[src/rtl/bdl_pkg.sv]
package bdl_pkg;
    localparam int unsigned BUS_W  = 8;
    localparam int unsigned ADDR_W = 2;
    localparam int unsigned N_REGS = 4;

    // Register map; the addresses are what software uses.
    typedef enum logic [ADDR_W-1:0] {
        REG_DIV_LO  = 2'd0,
        REG_DIV_MID = 2'd1,
        REG_LINE    = 2'd2,
        REG_PORT    = 2'd3
    } reg_sel_e;

    // Line-format register image, MSB first.
    typedef struct packed {
        logic       rsvd;
        logic [1:0] wlen;
        logic       fifo;
        logic       stop2;
        logic       even;
        logic       pen;
        logic       brk;
    } line_cfg_t;

    typedef enum logic {
        ST_SYNCED  = 1'b0,
        ST_PENDING = 1'b1
    } stage_st_e;
endpackage

[src/rtl/bdl_bus_decode.sv]
module bdl_bus_decode #(
    parameter int unsigned ADDR_W = 2,
    parameter int unsigned N_REGS = 4
) (
    input  logic              wr_en,
    input  logic [ADDR_W-1:0] addr,
    output logic [N_REGS-1:0] wr_stb
);
    // One write strobe per register.
    for (genvar i = 0; i < N_REGS; i++) begin : g_stb
        assign wr_stb[i] = wr_en && (addr == ADDR_W'(i));
    end
endmodule

[src/rtl/bdl_stage_fsm.sv]
module bdl_stage_fsm
    import bdl_pkg::*;
#(
    parameter int unsigned DIV_W = 12
) (
    input  logic              clk,
    input  logic              rst_n,
    input  logic              stb_lo,
    input  logic              stb_mid,
    input  logic              stb_line,
    input  logic              stb_port,
    input  logic [BUS_W-1:0]  wdata,
    input  logic [ADDR_W-1:0] rd_sel,
    output logic [BUS_W-1:0]  rdata,
    output logic [DIV_W-1:0]  div_q,
    output line_cfg_t         line_q,
    output logic              port_en_q
);
    localparam int unsigned MID_W = DIV_W - BUS_W;

    stage_st_e        st_q, st_nx;
    logic [BUS_W-1:0] stg_lo;
    logic [MID_W-1:0] stg_mid;

    // State register.
    always_ff @(posedge clk) begin
        if (!rst_n) st_q <= ST_SYNCED;
        else        st_q <= st_nx;
    end

    // Next state: a commit always wins over a staging write.
    always_comb begin
        st_nx = st_q;
        unique case (st_q)
            ST_SYNCED: begin
                if (stb_line)              st_nx = ST_SYNCED;
                else if (stb_lo || stb_mid) st_nx = ST_PENDING;
            end
            ST_PENDING: begin
                if (stb_line) st_nx = ST_SYNCED;
            end
        endcase
    end

    // Staging, commit and port storage.
    always_ff @(posedge clk) begin
        if (!rst_n) begin
            stg_lo    <= '0;
            stg_mid   <= '0;
            div_q     <= '0;
            line_q    <= '0;
            port_en_q <= 1'b0;
        end else begin
            if (stb_lo)  stg_lo  <= wdata;
            if (stb_mid) stg_mid <= wdata[MID_W-1:0];
            if (stb_line) begin
                div_q       <= {stg_mid, stg_lo};
                line_q      <= wdata;
                line_q.rsvd <= 1'b0;
            end
            if (stb_port) port_en_q <= wdata[0];
        end
    end

    // Read-back: staged bytes while a commit is pending, otherwise the live divisor.
    always_comb begin
        rdata = '0;
        unique case (rd_sel)
            REG_DIV_LO:  rdata = (st_q == ST_PENDING) ? stg_lo : div_q[BUS_W-1:0];
            REG_DIV_MID: rdata = (st_q == ST_PENDING) ? BUS_W'(stg_mid)
                                                      : BUS_W'(div_q[DIV_W-1:BUS_W]);
            REG_LINE:    rdata = line_q;
            REG_PORT:    rdata = BUS_W'(port_en_q);
            default:     rdata = '0;
        endcase
    end
endmodule

[src/rtl/bdl_tick_gen.sv]
module bdl_tick_gen #(
    parameter int unsigned DIV_W = 12
) (
    input  logic             clk,
    input  logic             rst_n,
    input  logic             reload,
    input  logic [DIV_W-1:0] div,
    output logic             tick
);
    logic [DIV_W-1:0] cnt_q;

    always_ff @(posedge clk) begin
        if (!rst_n)          cnt_q <= '0;
        else if (reload)     cnt_q <= '0;
        else if (cnt_q >= div) cnt_q <= '0;
        else                 cnt_q <= cnt_q + 1'b1;
    end

    assign tick = (cnt_q == div);
endmodule

[src/rtl/baud_line_ctl.sv]
module baud_line_ctl
    import bdl_pkg::*;
#(
    parameter int unsigned DIV_W = 12
) (
    input  logic              clk,
    input  logic              rst_n,
    input  logic              reg_wr_en,
    input  logic [ADDR_W-1:0] reg_addr,
    input  logic [BUS_W-1:0]  reg_wdata,
    output logic [BUS_W-1:0]  reg_rdata,
    input  logic              txd_i,
    output logic              txd_o,
    output logic              tick_o,
    output logic [1:0]        wlen_o,
    output logic              stop2_o,
    output logic              par_en_o,
    output logic              par_even_o,
    output logic              fifo_en_o,
    output logic              brk_o,
    output logic              port_en_o
);
    logic [N_REGS-1:0] wr_stb;
    logic [DIV_W-1:0]  div_q;
    line_cfg_t         line_q;
    logic              port_en_q;

    bdl_bus_decode #(.ADDR_W(ADDR_W), .N_REGS(N_REGS)) u_dec (
        .wr_en  (reg_wr_en),
        .addr   (reg_addr),
        .wr_stb (wr_stb)
    );

    bdl_stage_fsm #(.DIV_W(DIV_W)) u_fsm (
        .clk       (clk),
        .rst_n     (rst_n),
        .stb_lo    (wr_stb[REG_DIV_LO]),
        .stb_mid   (wr_stb[REG_DIV_MID]),
        .stb_line  (wr_stb[REG_LINE]),
        .stb_port  (wr_stb[REG_PORT]),
        .wdata     (reg_wdata),
        .rd_sel    (reg_addr),
        .rdata     (reg_rdata),
        .div_q     (div_q),
        .line_q    (line_q),
        .port_en_q (port_en_q)
    );

    bdl_tick_gen #(.DIV_W(DIV_W)) u_tick (
        .clk    (clk),
        .rst_n  (rst_n),
        .reload (wr_stb[REG_LINE]),
        .div    (div_q),
        .tick   (tick_o)
    );

    always_comb begin
        wlen_o     = line_q.wlen;
        stop2_o    = line_q.stop2;
        par_en_o   = line_q.pen;
        par_even_o = line_q.even;
        fifo_en_o  = line_q.fifo;
        brk_o      = line_q.brk;
        port_en_o  = port_en_q;
        txd_o      = line_q.brk ? 1'b0 : txd_i;
    end
endmodule

[config.mk]
export PLATFORM = sky130hd
export DESIGN_NAME = baud_line_ctl
export DESIGN_NICKNAME = d
export VERILOG_FILES = /design/src/rtl/bdl_pkg.sv /design/src/rtl/bdl_bus_decode.sv /design/src/rtl/bdl_stage_fsm.sv /design/src/rtl/bdl_tick_gen.sv /design/src/rtl/baud_line_ctl.sv
export SDC_FILE = /design/constraint.sdc
export NUM_CORES = 1
export LEC_CHECK = 0
export ABC_AREA = 1
export BUFFER_PORTS_ARGS = -buffer_cell sky130_fd_sc_hd__buf_4
export CORE_MARGIN = 2
export CORE_UTILIZATION = 53
export CTS_BUF_LIST = sky130_fd_sc_hd__clkbuf_2 sky130_fd_sc_hd__clkbuf_4 sky130_fd_sc_hd__clkbuf_8
export CTS_CLUSTER_SIZE = 12
export DETAILED_ROUTE_END_ITERATION = 6
export GPL_TIMING_DRIVEN = 0
export MAX_ROUTING_LAYER = met4
export PLACE_DENSITY = 0.8
export SLEW_MARGIN = 20
export SYNTH_ARGS = -nofsm -noshare
export SYNTH_HDL_FRONTEND = slang
export SYNTH_SLANG_ARGS = --single-unit
[constraint.sdc]
create_clock -name clk -period 1.4 [get_ports clk]
set_input_delay 0.28 -clock clk [delete_from_list [all_inputs] [get_ports clk]]
set_output_delay 0.28 -clock clk [all_outputs]
set_load 0.1 [all_outputs]
### Word level (Yosys, flattened, before mapping)

Cells that the tools add are included.

| storage, ports and cells | value |
|---|---|
| bits in registers | 45 |
| memories kept | 0 |
| output and inout port bits | 18 |
| memory bits (read-only) | 0 |
| bits in latches | 0 |
| RAM bits | 0 |

| operators by class | value |
|---|---|
| multiply operators | 0 |
| add/sub/neg operators | 1 |
| bitwise gates (word level) | 2 |
| shifts and indexed selects | 0 |
| muxes and demuxes | 8 |
| magnitude comparators | 1 |
| div/mod/pow operators | 0 |
| eq/ne operators | 4 |
| reduce and logical (&&, ||, !) cells | 7 |

Operator list:

| cell | count |
|---|---|
| case mux 8 bit (4 select lines) | 1 |
| adder 12 x 1 -> 12 bit, second input constant | 1 |
| == test 12 bit | 1 |
| greater-or-equal comparator 12 bit | 1 |
| two-way mux 8 bit | 1 |
| == test 2 bit, second input constant | 2 |
| logical AND 1 bit | 4 |
| two-way mux 1 bit | 4 |
| two-way mux 4 bit | 1 |
| OR reduction 3 bit | 1 |
| == test 2 x 1 -> 1 bit, second input constant | 1 |
| logical NOT 2 bit | 1 |
| inverter 1 bit | 2 |
| case mux 1 bit (2 select lines) | 1 |
| logical OR 1 bit | 1 |

### Depth between registers and ports, before layout

Gate-level depths: netlist of run 1.

| depth | value |
|---|---|
| word-level depth | 6 |
| mapped depth | 10 |
| mapped depth without buffers | 9 |

### Hierarchy

A second synthesis of run 1 with hierarchy kept.

| unflattened totals | value |
|---|---|
| cells, all modules | 343 |
| area, all modules | 2393.5 µm² |

By module, submodules not included:

| module | cells an instance | times used | area an instance (µm²) |
|---|---|---|---|
| bdl_stage_fsm | 202 | 1 | 1432.6 |
| bdl_tick_gen | 131 | 1 | 920.9 |
| bdl_bus_decode | 8 | 1 | 30.0 |
| baud_line_ctl | 2 | 1 | 10.0 |

### Least setup slack after synthesis of run 1

OpenSTA, ideal clock, no wires.

| timing | value |
|---|---|
| path type | reg-to-output |
| from | register u_fsm.line_q[4] (netlist name) |
| to | output port reg_rdata[4] |
| stages on the path, launching flop included | 3 |
| path buffers | 0 |
| data required time | 1.120 ns |
| setup slack | -2.092 ns |
| data arrival time | 3.212 ns |
| cells stage by stage | dfxtp_1 -> inv_1 -> o21ai_0 |

| between the ends | value |
|---|---|
| longest elaborated chain between the ends | 1 |

Ends and longest elaborated chain:

| element | line | source |
|---|---|---|
| case mux 8 bit (4 select lines) | bdl_stage_fsm.sv:68 | `unique case (rd_sel)` |
| end: declaration | baud_line_ctl.sv:11 | `output logic [BUS_W-1:0] reg_rdata,` |

No other way between the ends.

### Final worst setup path of run 1

| timing | value |
|---|---|
| from | register u_fsm.div_q[6] |
| to | output port tick_o |

| between the ends | value |
|---|---|
| longest elaborated chain between the ends | 1 |

Ends and longest elaborated chain:

| element | line | source |
|---|---|---|
| start: declaration | bdl_stage_fsm.sv:15 | `output logic [DIV_W-1:0] div_q,` |
| start signal: assignment | bdl_stage_fsm.sv:57 | `div_q <= {stg_mid, stg_lo};` |
| == test 12 bit | bdl_tick_gen.sv:19 | `assign tick = (cnt_q == div);` |
| end: declaration | baud_line_ctl.sv:14 | `output logic tick_o,` |

No other way between the ends.

==> impl_metrics.env, run 1 <==
export IMPL_rsz0062_at_grt="yes"
export IMPL_grt_pass1_vias=2222
export IMPL_synthAdderAreaFrac_pct=7.45
export IMPL_wl_per_cell_um=16.8
export IMPL_relSlewSlack_pct=71.4
export IMPL_peakVddDrop_v=0.000820
export IMPL_grt_usage_pct=32.1
export IMPL_synth_xor_area_share_pct=3.61
export IMPL_synth_most_common_cell="o21ai_0"
export IMPL_hp_start="reg_wdata[6]"
export IMPL_period_needed_ns=1.85
export IMPL_synth_edf_count=0
export IMPL_ys_types=22
export IMPL_synth_area_per_cell_um2=7.33
export IMPL_grt_pass1_wl_um=10500
export IMPL_synthCells=298
export IMPL_antenna_found_initial=0
export IMPL_crit_type="flop to output pin"
export IMPL_synth_top_area_share_pct=41.2
export IMPL_synth_flop_cell="dfxtp_1"
export IMPL_remaining_drc_errors=0
export IMPL_synth_area_leader_cell="dfxtp_1"
export IMPL_avgViaCountPerCell=5.68
export IMPL_busiest_layer="met2"
export IMPL_crit_start="u_fsm.div_q[6]"
export IMPL_run_status="finished with violations"
export IMPL_cts_num_sinks=45
export IMPL_synthesis_nets=325
export IMPL_crit_path_start_kind="flop"
export IMPL_cts_hold_buf=0
export IMPL_netlist_top_cells_count="o21ai_0 (48), dfxtp_1 (45), nor2_1 (45)"
export IMPL_yosys_mux_area_fraction_pct=0
export IMPL_clk_latency_ns=0.30
export IMPL_postSynth_asyncResetShare_pct=0
export IMPL_grt_max_degree=14
export IMPL_maxSlewViolCount=0
export IMPL_violations="negative setup slack"
export IMPL_die_h_um=68.2
export IMPL_period_share_pct=132
export IMPL_core_area_um2=3970
export IMPL_r2r_start="u_fsm.div_q[6]"
export IMPL_fmax_ghz=0.539
export IMPL_reg2reg_slack_ns=-0.23
export IMPL_drive_gt1_share_pct=42.5
export IMPL_leakagePower_nw=1.29
export IMPL_synth_simple_gate_area_share_pct=16.7
export IMPL_drv_cap=0
export IMPL_globalRouteOverflowTotal=0
export IMPL_clk_path_buf_depth=2
export IMPL_max_slew_worst_pin_slew_ns=0.429
export IMPL_hold_violations=0
export IMPL_power_per_cell_area_nw_per_um2=1010
export IMPL_synth_seq_cells=45
export IMPL_final_nets=377
export IMPL_worstPathMaxFanout=3
export IMPL_syn_cell_area_um2=2180
export IMPL_num_rows=23
export IMPL_final_setup_tns_ns=-5.39
export IMPL_finalSetupViolCount=21
export IMPL_first_iter_violations=158
export IMPL_worstPathRequired_ns=1.12
export IMPL_met3_usage_pct=6.25
export IMPL_die_x_um=68.2
export IMPL_gp_congestion=0.900
export IMPL_p_total_w=0.00342
export IMPL_met1_usage_pct=35.5
export IMPL_ys_warn_count=0
export IMPL_area_growth_pct=55.3
export IMPL_fin_skew_ns=0.00641
export IMPL_worst_slack_ns=-0.454
export IMPL_die_area_um2=4650
export IMPL_cts_tree="yes"
export IMPL_route_vias_total=2277
export IMPL_cts_root_buf="clkbuf_8"
export IMPL_start_util_pct=55.0
export IMPL_arrival_ns=1.57
export IMPL_hpwl_um=4010
export IMPL_synth_top_family_by_area="compound AO/OA/AOI/OAI gates"
export IMPL_met2_usage_pct=54.2
export IMPL_first_pass_iters=4
export IMPL_crit_path_end_kind="output pin"
export IMPL_yosys_top_cells_area="dfxtp_1 (41%), o21ai_0 (11%), a21oi_1 (8.5%), nor2_1 (7.7%), ha_1 (7.4%)"
export IMPL_htree_levels=2
export IMPL_hold_class="input port to flop"
export IMPL_cts_buffers_inserted=5
export IMPL_final_antenna_net_count=0
export IMPL_n_antenna_cell=0
export IMPL_yosysSeqAreaShare_pct=41.2
export IMPL_numPortBuffers=31
export IMPL_io_pins=32
export IMPL_synth_compound_area_share_pct=21.1
export IMPL_clkTransAtPathRegs_ns=0.08
export IMPL_drt_total_wl_um=6750
flip-flops by register name (all words and copies together), names as in the netlist:
register and flops:
u_fsm.stg_mid 4, u_fsm.line_q 7, u_fsm.div_q 12, u_fsm.stg_lo 8, u_fsm.st_q 1, u_fsm.port_en_q 1
u_tick.cnt_q 12
layer usage:
metal	part of all wire (%)	wire length, um
met3	4.9	333
met4	2.6	174
met1	40	2720
met5	0	0
met2	52	3520
worst paths after layout:
path,to,cells after the start
worst min register to register,u_fsm.port_en_q,2
worst max-delay path,tick_o,7
worst min-delay path,u_fsm.stg_lo[6],3
worst max register to register,u_tick.cnt_q[6],11
layout make-up:
cell class                      instances  area [um2]
Multi-Input combinational cell        200        1520
Sequential cell                        45         953
Fill cell                             206         578
Timing Repair Buffer                   44         483
Inverter                               44         181
Clock buffer                            6        76.3
Buffer                                  9        72.6
Tap cell                               50        62.6
Clock inverter                          2        33.8
Timing Repair inverter                  1        11.3
logic make-up (layout without fill, tap and decap cells):
kind of cell             after synthesis  count (layout)
buffers and inverters                 53             106
flip-flops                            45              45
AND/OR/NAND/NOR                       89              89
adder cells (fa/ha/maj)               13              13
XOR/XNOR                               9               9
AO/OA/AOI/OAI                         89              89
where the power goes:
group | leakage (nW) | internal [W] | switching (W)
Sequential | 0.381 | 0.00133 | 0.0000588
Combinational | 0.852 | 0.000374 | 0.000663
Clock | 0.0563 | 0.000547 | 0.000442
critical path, stage by stage (launching register included):
cell and delay (ns):
dfxtp_2 0.36, inv_4 0.05, ha_4 0.27, nand2_4 0.05, nor2_4 0.11, nand2_2 0.08
nor2_4 0.15, buf_12 0.19
placed cells by master, fill, tap and decap left out, types with 12 or more instances in the layout:
cell / n
a21oi_1: 31
buf_4: 30
dfxtp_1: 19
dfxtp_2: 18
inv_1: 31
nand2_1: 23
nor2_1: 33
o21ai_0: 35
o21ai_4: 12
metrics by stage:
stage | worst slack (ns) | util [%] | instances | hold slack, ns | instance area [um2]
after floorplan | -0.480 | - | 298 | 0.408 | 2390
after global routing | -0.503 | 85.4 | 401 | 0.239 | 3390
after CTS | -0.379 | 84.2 | 400 | 0.232 | 3340
after global placement | -0.386 | 67.5 | 379 | 0.444 | 2680
final | -0.454 | 85.4 | 401 | 0.237 | 3390
after detailed placement | -0.409 | 67.5 | 379 | 0.447 | 2680
timing repair:
action	4_1_cts	5_1_grt
endpoints found under the setup margin	21	21
pin swaps	12	7
gates cloned	3	0
setup buffers	10	1
resized for setup	109	13
(Power assumes the default switching activity.)
==> run 2, diff against run 1 <==
Settings changed: CORE_UTILIZATION 53 to 51, CTS_BUF_LIST sky130_fd_sc_hd__clkbuf_2 sky130_fd_sc_hd__clkbuf_4 sky130_fd_sc_hd__clkbuf_8 to default, PLACE_DENSITY 0.8 to 0.77.
==> run 2 against run 1 <==
  * The flow still finishes with violations (negative setup slack)
  * Critical endpoint unchanged
  * Largest cell class unchanged
  * First-iteration DRC count increased by 10%
  * Hold slack improved by 0.0024 ns
  * Die area is 3.7% higher
  * Clock-buffer cell count is 2 higher
  * Critical path depth unchanged
  * Final area grew 2.9%
  * Final cell count rose by 1.7%
==> impl_metrics.env, run 2 (synthesis results as in run 1) <==
export IMPL_top_regs="u_fsm.div_q: 12 flops, u_tick.cnt_q: 12 flops, u_fsm.stg_lo: 8 flops"
export IMPL_power_per_cell_area_nw_per_um2=953
export IMPL_grt_max_degree=14
export IMPL_hold_class="input port to flop"
export IMPL_max_slew_worst_pin_slew_ns=0.406
export IMPL_hpwl_um=3850
export IMPL_cts_buffers_inserted=5
export IMPL_final_common_cell="buf_4"
export IMPL_finalSetupViolCount=21
export IMPL_clk_latency_ns=0.30
export IMPL_worst_slack_ns=-0.436
export IMPL_period_share_pct=131
export IMPL_met3_usage_pct=4.36
export IMPL_critPathMaxStageDelay_ns=0.36
export IMPL_worstPathMaxFanout=3
export IMPL_area_growth_pct=59.9
export IMPL_drive_gt1_share_pct=47.2
export IMPL_worst_path_most_repeated_cell="nor2_4"
export IMPL_drv_cap=0
export IMPL_final_cell_mix="buf_4 (36), o21ai_0 (33), inv_1 (31), a21oi_1 (29), nor2_1 (27)"
export IMPL_htree_levels=2
export IMPL_r2r_start="u_fsm.div_q[7]"
export IMPL_fill_cells=212
export IMPL_first_pass_iters=4
export IMPL_reg2reg_slack_ns=-0.25
export IMPL_busiest_layer="met2"
export IMPL_clk_path_buf_depth=2
export IMPL_clkTransAtPathRegs_ns=0.08
export IMPL_final_nets=384
export IMPL_crit_start="u_fsm.div_q[7]"
export IMPL_numPortBuffers=31
export IMPL_run_status="finished with violations"
export IMPL_crit_path_start_kind="flop"
export IMPL_placed_area_um2=2680
export IMPL_p_total_w=0.00333
export IMPL_first_iter_violations=174
export IMPL_final_antenna_net_count=0
export IMPL_die_x_um=69.5
export IMPL_worst_hold_slack_ns=0.239
export IMPL_globalRouteOverflowTotal=0
export IMPL_postLayoutCellArea_um2=3490
export IMPL_period_needed_ns=1.84
export IMPL_met1_usage_pct=35.5
export IMPL_avgViaCountPerCell=5.50
export IMPL_hold_violations=0
export IMPL_reg2reg_depth=8
export IMPL_antenna_found_initial=0
export IMPL_start_util_pct=53.8
export IMPL_grt_pass1_vias=2208
export IMPL_violations="negative setup slack"
export IMPL_num_rows=23
export IMPL_cts_num_sinks=45
export IMPL_drt_total_wl_um=6870
export IMPL_die_h_um=69.5
export IMPL_gp_congestion=0.882
export IMPL_grt_pass1_wl_um=10700
export IMPL_core_area_um2=4060
export IMPL_rsz0062_at_grt="yes"
export IMPL_leakagePower_nw=1.32
export IMPL_die_area_um2=4820
export IMPL_cts_root_buf="clkbuf_8"
export IMPL_r2r_end="u_tick.cnt_q[8]"
export IMPL_arrival_ns=1.56
export IMPL_maxSlewViolCount=0
export IMPL_cp_cell_sequence="inv_4 > ha_4 > nand2_4 > nor2_4 > nand2_2 > nor2_4 > buf_12"
export IMPL_place_ws_ns=-0.435
export IMPL_critPathCapture="tick_o"
export IMPL_grt_usage_pct=28.5
export IMPL_slowest_stage="dfxtp_2"
export IMPL_crit_path_end_kind="output pin"
export IMPL_cts_tree="yes"
export IMPL_worstPathRequired_ns=1.12
export IMPL_peakVddDrop_v=0.000841
export IMPL_crit_type="flop to output pin"
export IMPL_wl_per_cell_um=16.8
export IMPL_fin_skew_ns=0.00580
export IMPL_relSlewSlack_pct=72.9
export IMPL_met2_usage_pct=48.0
export IMPL_fmax_ghz=0.545
export IMPL_remaining_drc_errors=0
export IMPL_io_pins=32
export IMPL_route_vias_total=2242
export IMPL_n_antenna_cell=0
[run 2: cell count changes in the layout (fill, tap and decap cells not counted), moves of 3 or more]
cell     change
nor2_1       -6
nor2_4       +3
nor2_2       +3
dfxtp_1      -4
dfxtp_2      +4
buf_4        +6
[run 2: layer usage]
layer  wire, um  share of wire (%)
met3        356                5.2
met5          0                  0
met4        158                2.3
met1       2870                 42
met2       3480                 51
[run 2: what timing repair did]
item,in CTS,in global routing
cloned,3,0
setup endpoints to repair,21,21
setup buffers,13,5
hold buffers,0,0
pin swaps,16,3
resized for setup,115,34
[run 2: power by group]
part	internal [W]	switching [W]	total [W]	leakage (nW)
Sequential	0.00134	0.0000599	0.00140	0.383
Combinational	0.000411	0.000688	0.00110	0.887
Clock	0.000403	0.000431	0.000834	0.0455
[run 2: worst max-delay path: cells and delay by family (launching register included)]
kind / cells / cell delay (ns)
buf+inv: 2 / 0.25
simple gates: 4 / 0.36
fa+ha+maj: 1 / 0.28
flops: 1 / 0.36
[run 2: worst min path at each step]
stage                    start               to  slack (ns)  cells past startpoint
6_report          reg_wdata[5]  u_fsm.stg_lo[5]        0.24                      3
5_1_grt           reg_wdata[5]  u_fsm.stg_lo[5]        0.23                      3
4_1_cts           reg_wdata[7]  u_fsm.stg_lo[7]        0.23                      3
3_5_place_dp   u_tick.cnt_q[0]  u_tick.cnt_q[0]        0.45                      1
3_3_place_gp   u_tick.cnt_q[0]  u_tick.cnt_q[0]        0.44                      1
2_1_floorplan            rst_n  u_fsm.line_q[5]        0.41                      2
[run 2: cell type report]
type	count	area [um2]	share of cell area (%)
Timing Repair inverter	1	11.3	0.322
Sequential cell	45	958	27.4
Timing Repair Buffer	51	536	15.3
Clock buffer	8	90.1	2.58
Inverter	44	184	5.27
Tap cell	50	62.6	1.79
Buffer	9	72.6	2.08
Multi-Input combinational cell	200	1580	45.2
[run 2: per-stage QoR]
step	std cells	util [%]	setup TNS (ns)
floorplan	298	-	-7.58
global placement	379	66.1	-4.16
detailed placement	379	66.1	-4.74
CTS	403	82.2	-3.80
global route	408	86.1	-6.16
finish	408	86.1	-5.64
